File: config.mk
export PLATFORM = sky130hd
export DESIGN_NAME = cmpf_unit
export DESIGN_NICKNAME = d
export VERILOG_FILES = /design/src/rtl/cmpf_pkg.sv /design/src/rtl/cmpf_int.sv /design/src/rtl/cmpf_fp.sv /design/src/rtl/cmpf_unit.sv
export SDC_FILE = /design/constraint.sdc
export NUM_CORES = 1
export LEC_CHECK = 0
export BUFFER_PORTS_ARGS = -buffer_cell sky130_fd_sc_hd__buf_4
export CAP_MARGIN = 20
export CELL_PAD_IN_SITES_DETAIL_PLACEMENT = 2
export CELL_PAD_IN_SITES_GLOBAL_PLACEMENT = 2
export CORE_ASPECT_RATIO = 0.7
export CORE_MARGIN = 10
export CORE_UTILIZATION = 27
export DETAILED_ROUTE_END_ITERATION = 10
export HOLD_SLACK_MARGIN = 0.02
export MAX_ROUTING_LAYER = met4
export PLACE_DENSITY_LB_ADDON = 0.08
export SLEW_MARGIN = 20
export SYNTH_ARGS = -nofsm -noshare
export SYNTH_HDL_FRONTEND = slang
export SYNTH_SLANG_ARGS = --single-unit
export TNS_END_PERCENT = 30
File: constraint.sdc
create_clock -name clk -period 3.7 [get_ports clk]
set_clock_uncertainty 0.2 [all_clocks]
set_input_delay 0.185 -clock clk [delete_from_list [all_inputs] [get_ports clk]]
set_output_delay 0.185 -clock clk [all_outputs]
set_load 0.03 [all_outputs]
File: src/rtl/cmpf_pkg.sv
package cmpf_pkg;

  typedef enum logic [1:0] {
    MODE_I32 = 2'd0,
    MODE_I64 = 2'd1,
    MODE_F32 = 2'd2,
    MODE_F64 = 2'd3
  } cmp_mode_e;

  typedef struct packed {
    logic n;
    logic z;
    logic c;
    logic v;
  } nzcv_t;

  localparam int FLAG_CNT = 4;

endpackage

File: src/rtl/cmpf_int.sv
module cmpf_int
  import cmpf_pkg::*;
#(
  parameter int W = 32
) (
  input  logic [W-1:0] a_i,
  input  logic [W-1:0] b_i,
  output nzcv_t        f_o
);

  logic [W-1:0] diff;
  logic         sa, sb, sr;

  always_comb begin
    diff = a_i - b_i;
    sa   = a_i[W-1];
    sb   = b_i[W-1];
    sr   = diff[W-1];
    f_o.z = (diff == '0);
    f_o.n = sr;
    f_o.v = (sa & ~sb & ~sr) | (~sa & sb & sr);
    f_o.c = (sa & ~sb) | (sa & ~sr) | (~sb & ~sr);
  end

endmodule

File: src/rtl/cmpf_fp.sv
module cmpf_fp
  import cmpf_pkg::*;
#(
  parameter int EXP_W = 8,
  parameter int MAN_W = 23
) (
  input  logic [EXP_W+MAN_W:0] a_i,
  input  logic [EXP_W+MAN_W:0] b_i,
  output nzcv_t                f_o
);

  localparam int W   = 1 + EXP_W + MAN_W;
  localparam int MAG = W - 1;

  logic           sa, sb;
  logic [MAG-1:0] ma, mb;
  logic           nan_a, nan_b, both_zero, mag_lt, mag_eq, eq, lt;

  always_comb begin
    sa        = a_i[W-1];
    sb        = b_i[W-1];
    ma        = a_i[MAG-1:0];
    mb        = b_i[MAG-1:0];
    nan_a     = (&a_i[MAG-1:MAN_W]) & (|a_i[MAN_W-1:0]);
    nan_b     = (&b_i[MAG-1:MAN_W]) & (|b_i[MAN_W-1:0]);
    both_zero = ~(|ma) & ~(|mb);
    mag_lt    = ma < mb;
    mag_eq    = ma == mb;
    eq        = both_zero | (mag_eq & (sa == sb));
    if (eq)             lt = 1'b0;
    else if (sa != sb)  lt = sa;
    else if (!sa)       lt = mag_lt;
    else                lt = ~mag_lt & ~mag_eq;
    f_o.v = 1'b0;
    if (nan_a | nan_b) begin
      f_o.z = 1'b0;
      f_o.n = 1'b0;
      f_o.c = 1'b0;
    end else begin
      f_o.z = eq;
      f_o.n = lt;
      f_o.c = ~eq & ~lt;
    end
  end

endmodule

File: src/rtl/cmpf_unit.sv
module cmpf_unit
  import cmpf_pkg::*;
#(
  parameter int DATA_W = 64,
  parameter int HOST_W = 32,
  parameter int SP_EXP = 8,
  parameter int SP_MAN = 23,
  parameter int DP_EXP = 11,
  parameter int DP_MAN = 52
) (
  input  logic              clk,
  input  logic              rst,
  input  logic              valid_i,
  input  logic [1:0]        mode_i,
  input  logic [DATA_W-1:0] opa_i,
  input  logic [DATA_W-1:0] opb_i,
  output logic [HOST_W-1:0] flags_o,
  output logic              done_o
);

  localparam int HALF_W = DATA_W / 2;
  localparam int SP_W   = 1 + SP_EXP + SP_MAN;
  localparam int DP_W   = 1 + DP_EXP + DP_MAN;

  nzcv_t f_i32, f_i64, f_f32, f_f64, f_sel;
  logic [HOST_W-1:0] word;

  cmpf_int #(.W(HALF_W)) u_i32 (
    .a_i(opa_i[HALF_W-1:0]), .b_i(opb_i[HALF_W-1:0]), .f_o(f_i32));

  cmpf_int #(.W(DATA_W)) u_i64 (
    .a_i(opa_i), .b_i(opb_i), .f_o(f_i64));

  cmpf_fp #(.EXP_W(SP_EXP), .MAN_W(SP_MAN)) u_f32 (
    .a_i(opa_i[DATA_W-1 -: SP_W]), .b_i(opb_i[DATA_W-1 -: SP_W]), .f_o(f_f32));

  cmpf_fp #(.EXP_W(DP_EXP), .MAN_W(DP_MAN)) u_f64 (
    .a_i(opa_i[DP_W-1:0]), .b_i(opb_i[DP_W-1:0]), .f_o(f_f64));

  always_comb begin
    unique case (cmp_mode_e'(mode_i))
      MODE_I32: f_sel = f_i32;
      MODE_I64: f_sel = f_i64;
      MODE_F32: f_sel = f_f32;
      default:  f_sel = f_f64;
    endcase
    word = '0;
    word[HOST_W-1 -: FLAG_CNT] = f_sel;
  end

  always_ff @(posedge clk) begin
    if (rst) begin
      flags_o <= '0;
      done_o  <= 1'b0;
    end else begin
      done_o <= valid_i;
      if (valid_i) flags_o <= word;
    end
  end

endmodule

# Word level (Yosys, flattened, before mapping)
# Index checks and enable logic that the tools add are counted.
[classes] n_eq_ne=6 n_bitwise=52 reduce_logical=15 n_lt_le_gt_ge=2 n_mux=9 addsub=2
[ops] operator="$reduce_or A63 Y1" count=2
[ops] operator="$reduce_or A52 Y1" count=2
[ops] operator="$logic_not A64 Y1" count=1
[ops] operator="$sub A64 B64 Y64" count=1
[ops] operator="$eq A63 B63 Y1" count=1
[ops] operator="$lt A63 B63 Y1" count=1
[ops] operator="$reduce_or A31 Y1" count=2
[ops] operator="$reduce_or A23 Y1" count=2
[ops] operator="$logic_not A32 Y1" count=1
[ops] operator="$sub A32 B32 Y32" count=1
[ops] operator="$eq A31 B31 Y1" count=1
[ops] operator="$lt A31 B31 Y1" count=1
[ops] operator="$and A1 B1 Y1" count=24
[ops] operator="$reduce_and A11 Y1" count=2
[ops] operator="$not A1 Y1" count=18
[ops] operator="$reduce_and A8 Y1" count=2
[ops] operator="$pmux W4 S3" count=1
[ops] operator="$or A1 B1 Y1" count=10
[ops] operator="$mux W1" count=6
[ops] operator="$mux W3" count=2
[ops] operator="$eq A2 B1 Y1 const B" count=1
[ops] operator="$eq A2 B2 Y1 const B" count=1
[ops] operator="$logic_not A2 Y1" count=1
[ops] operator="$eq A1 B1 Y1" count=1
[ops] operator="$ne A1 B1 Y1" count=1
[totals] register_bits=5 elab_cells=88 out_inout_bits=33 inputBits=133

# Depth between registers and ports, before layout
[logic_depth] word_depth=10 ltp_mapped=20 depth_no_buf=19

# By module
# From an unflattened synthesis, not the netlist that was laid out.
[unflattened] cells_unflattened=1507 hier_area_um2=10169.8
[modules_own_cells] module="cmpf_int (u_i64)" cells_each=690 seq_area_each_um2=0.0 n_inst=1 area_each_um2=4360.4
[modules_own_cells] module="cmpf_int (u_i32)" cells_each=309 seq_area_each_um2=0.0 n_inst=1 area_each_um2=2204.6
[modules_own_cells] module="cmpf_fp (u_f64)" cells_each=297 seq_area_each_um2=0.0 n_inst=1 area_each_um2=2042.0
[modules_own_cells] module="cmpf_fp (u_f32)" cells_each=157 seq_area_each_um2=0.0 n_inst=1 area_each_um2=1062.3
[modules_own_cells] module="cmpf_unit" cells_each=54 seq_area_each_um2=100.1 n_inst=1 area_each_um2=500.5

# Least setup slack after synthesis
# OpenSTA, ideal clock, no wires.
[synth_path] kind="in2reg" from="input port opb_i[17]" to="register flags_o[30]" n_path_buf=1 arrival_time_ns=3.692 path_stages=19 t_required_ns=3.440 path_slack_ns=-0.252 setup_ns=0.060 path_cell_list="inv_1 ha_1 buf_6 nand2_1 o21ai_0 a21oi_1 nand3_1 o211ai_2 and2_2 o21a_1 fa_1 o2111ai_1 a2111oi_0 o2111ai_1 nor4_1 o2111ai_1 nor4_1 nand4_1 nand2b_1"
[synth_between] elab_chain_len=6 elab_cells_between_ends=15 cone_classes="2 x add/sub; 1 x eq/ne; 2 x mux; 6 x bitwise; 4 x reduce/logical"
[synth_rtl] element="start: declaration" line="cmpf_unit.sv:16" text="input logic [DATA_W-1:0] opb_i,"
[synth_rtl] element="branches (longest 5 deep; another with $sub A64 B64 Y64)"
[synth_rtl] element="$pmux W4 S3 (*)" line="cmpf_unit.sv:41" text="unique case (cmp_mode_e'(mode_i))"
[synth_rtl] element="end signal: assignment" line="cmpf_unit.sv:57" text="if (valid_i) flags_o <= word;"
[synth_rtl] element="end: declaration" line="cmpf_unit.sv:17" text="output logic [HOST_W-1:0] flags_o,"
# Every way passes the cells marked *.
# A chain may end at the register's enable or synchronous reset.

# Worst setup path in the final report
[layout_path] from="input port opa_i[30]" to="register flags_o[30]"
[layout_between] elab_chain_len=6 elab_cells_between_ends=15 cone_classes="2 x add/sub; 1 x eq/ne; 2 x mux; 6 x bitwise; 4 x reduce/logical"
[layout_rtl] element="start: declaration" line="cmpf_unit.sv:15" text="input logic [DATA_W-1:0] opa_i,"
[layout_rtl] element="branches (longest 5 deep; another with $sub A64 B64 Y64)"
[layout_rtl] element="$pmux W4 S3 (*)" line="cmpf_unit.sv:41"
# Marks and branches as above.

==> metrics <==
Tcrit/Tclk final=1.05; TritonCTS Sinks=5; First DRT Iteration DRCs=between 600 and 700; Yosys reg bits=5; Tmin final=3890 ps; pre-CTS setup slack=-953 ps; share of cells above drive strength 1=0.411; clock-pin slew on the worst setup and hold paths=approximately 40 ps; transition time of the tightest slew-check pin=721 ps; P_leak=4.68 nW; core area=0.0235 mm^2; PwrDens=203 mW/mm^2; fin. max-slew vios=0; # DRC=0; clk_lat worst skew=230 ps; f_max=257 MHz; top cell type's share of synthesized area=0.131; Hold Vio Cnt, Final=0; Reg2Reg Setup Slack=1150 ps; post-synthesis cell count=between 900 and 1,000; RSZ-0062 raised after global routing=true; slowest stage delay, CP=510 ps; die width=204 um; Final Worst Setup Slack=-190 ps; Post-synth EDFFs=0; largest net degree at the start of global routing=11; Layout area overhead=60.2%; routed vias=9,330; Final Setup Violations=1; layout filler cell count=2,840; Worst IR Drop VDD=118 uV; first-pass GRT wire length=a little over 60,000 um; H-tree levels=1; number of vias per cell=about 5.6; Crit-path slowest cell=fa_1; DIE AREA=0.0303 mm^2; Ports=166; final wirelength=about 41,000 um; Worst EP required=3680 ps; Netlist Area Pre-Place=0.00639 mm^2; initial antenna violation count=0; post-synth top area cell=ha_1; vias in the first global route=10,000; Congestion Overflow GR=0; RD Place Congestion=0.955; most common cell in the netlist=nand2_1; overall power consumption=2.08 mW; syn_area_per_cell=6.58 um^2; WS Path Type=in2reg; worst relative slew slack=0.507; Worst Path Max Fanout=3; First-pass DRT Iterations=5; most used cell, CP=buf_4; CP arrival=just under 4000 ps; TritonCTS clock tree=done; dominant register cell in the synthesized netlist=dfxtp_1; Port Buffers=~140; Max-Cap Viols=0; hold crit path type=in2reg; sequential area share after synthesis=0.0157; Final nets=1,566; # rows=47; clock buffer depth=2; DR WL/cell=24.4 um; failing checks=setup timing; run status=finished, violations left; clk root buf=clkbuf_16; Initial Utilization=0.272; Critical Path, Cell by Cell=buf_4 > ha_1 > nand2_1 > nor2_1 > a21o_1 > buf_4 > a21oi_1 > fa_1 > nand4b_1 > nor3_1 > nand3_1 > nor4_1 > nand4_1 > nor4_2 > buf_4 > nand2_1 > o41ai_1 > nand2b_1; Sum Neg Setup Slack=-190 ps; CP Capture Type=register; GRT Total Usage=0.267; Num CTS Buffers=3; Final ANT Viol Nets=0; Post-synth ARST share=0; dpl hpwl=35,800 um; top area cells in the synthesized netlist=ha_1, a21oi_1, nand2_1; Syn. warnings=0; top cell types by occurrence after synthesis=nand2_1, a21oi_1, inv_1; Die H=149 um; # diodes=0; Synth cell types=around 110; crit path launch type=primary input
==> where the power goes <==
group          total (mW)  switching, mW  internal, mW
Clock               0.189         0.0455         0.144
Combinational        1.83           1.03         0.800
Sequential         0.0606        0.00241        0.0582
==> final cells by class <==
| type | count | area [um^2] | area share |
|---|---|---|---|
| inverters | 82 | 328 | 0.0320 |
| repair buffers | 427 | 3260 | 0.319 |
| flip-flops and latches | 5 | 100 | 0.00978 |
| multi-input cells | 845 | 6070 | 0.593 |
| well taps | 318 | 398 | 0.0389 |
| clock buffers | 4 | 78.8 | 0.00770 |
==> stage by stage <==
step	utilization	cell area, um^2	hold WS, ps	std cells
after global placement	0.416	9750	222	1658
final	0.436	10200	75.8	1681
after floorplan	-	6790	51.7	999
after CTS	0.435	10200	79.7	1680
after detailed placement	0.416	9750	223	1658
after global routing	0.436	10200	131	1681
==> state kept, by name, indices dropped and copies added, names as in the netlist <==
register	cells
flags_o	4
done_o	1
==> placed cells by master, fill, tap and decap left out, drive strengths merged, types with 24 or more instances in the layout <==
cell / count
buf: 426
a21oi: 112
nand2: 106
inv: 82
nor2: 76
ha: 67
o21ai: 67
nand4: 44
nor4: 43
conb: 28
nor3: 26
nand3: 24
==> kinds of logic after synthesis <==
| kind of cell | share of synthesized area |
|---|---|
| simple gates | 0.322 |
| compound gates | 0.359 |
| buf+inv | 0.118 |
| fa+ha+maj | 0.137 |
| xor+xnor | 0.0301 |
| mux | 0.0180 |
| flops | 0.0157 |
| other cells | 0.000587 |
==> worst max-delay path: cells and delay by family <==
family | cells | cell delay, ps
compound gates | 3 | 570
fa+ha+maj | 2 | 860
simple gates | 10 | 1810
buf+inv | 3 | 440
==> worst paths after layout <==
path | cells past startpoint | end | start
worst max-delay path | 18 | flags_o[30] | opa_i[30]
worst min register to register | 2 | flags_o[31] | flags_o[31]
worst min-delay path | 3 | done_o | valid_i
worst max register to register | 10 | flags_o[30] | flags_o[30]
==> timing repair <==
item / in CTS / in global routing
setup endpoints to repair: 1 / 3
hold buffers: 1 / 0
gates resized for setup: 48 / 4
pin swaps: 31 / 2
endpoints found under the hold margin: 3 / 0
setup buffers: 17 / 1
==> metal layers <==
| layer | GRT usage | part of all wire |
|---|---|---|
| met5 | - | 0 |
| met4 | 0.0152 | 0.0051 |
| met3 | 0.0616 | 0.086 |
| met2 | 0.371 | 0.40 |
| met1 | 0.393 | 0.51 |
No activity file was read; power rests on OpenSTA's default activity.
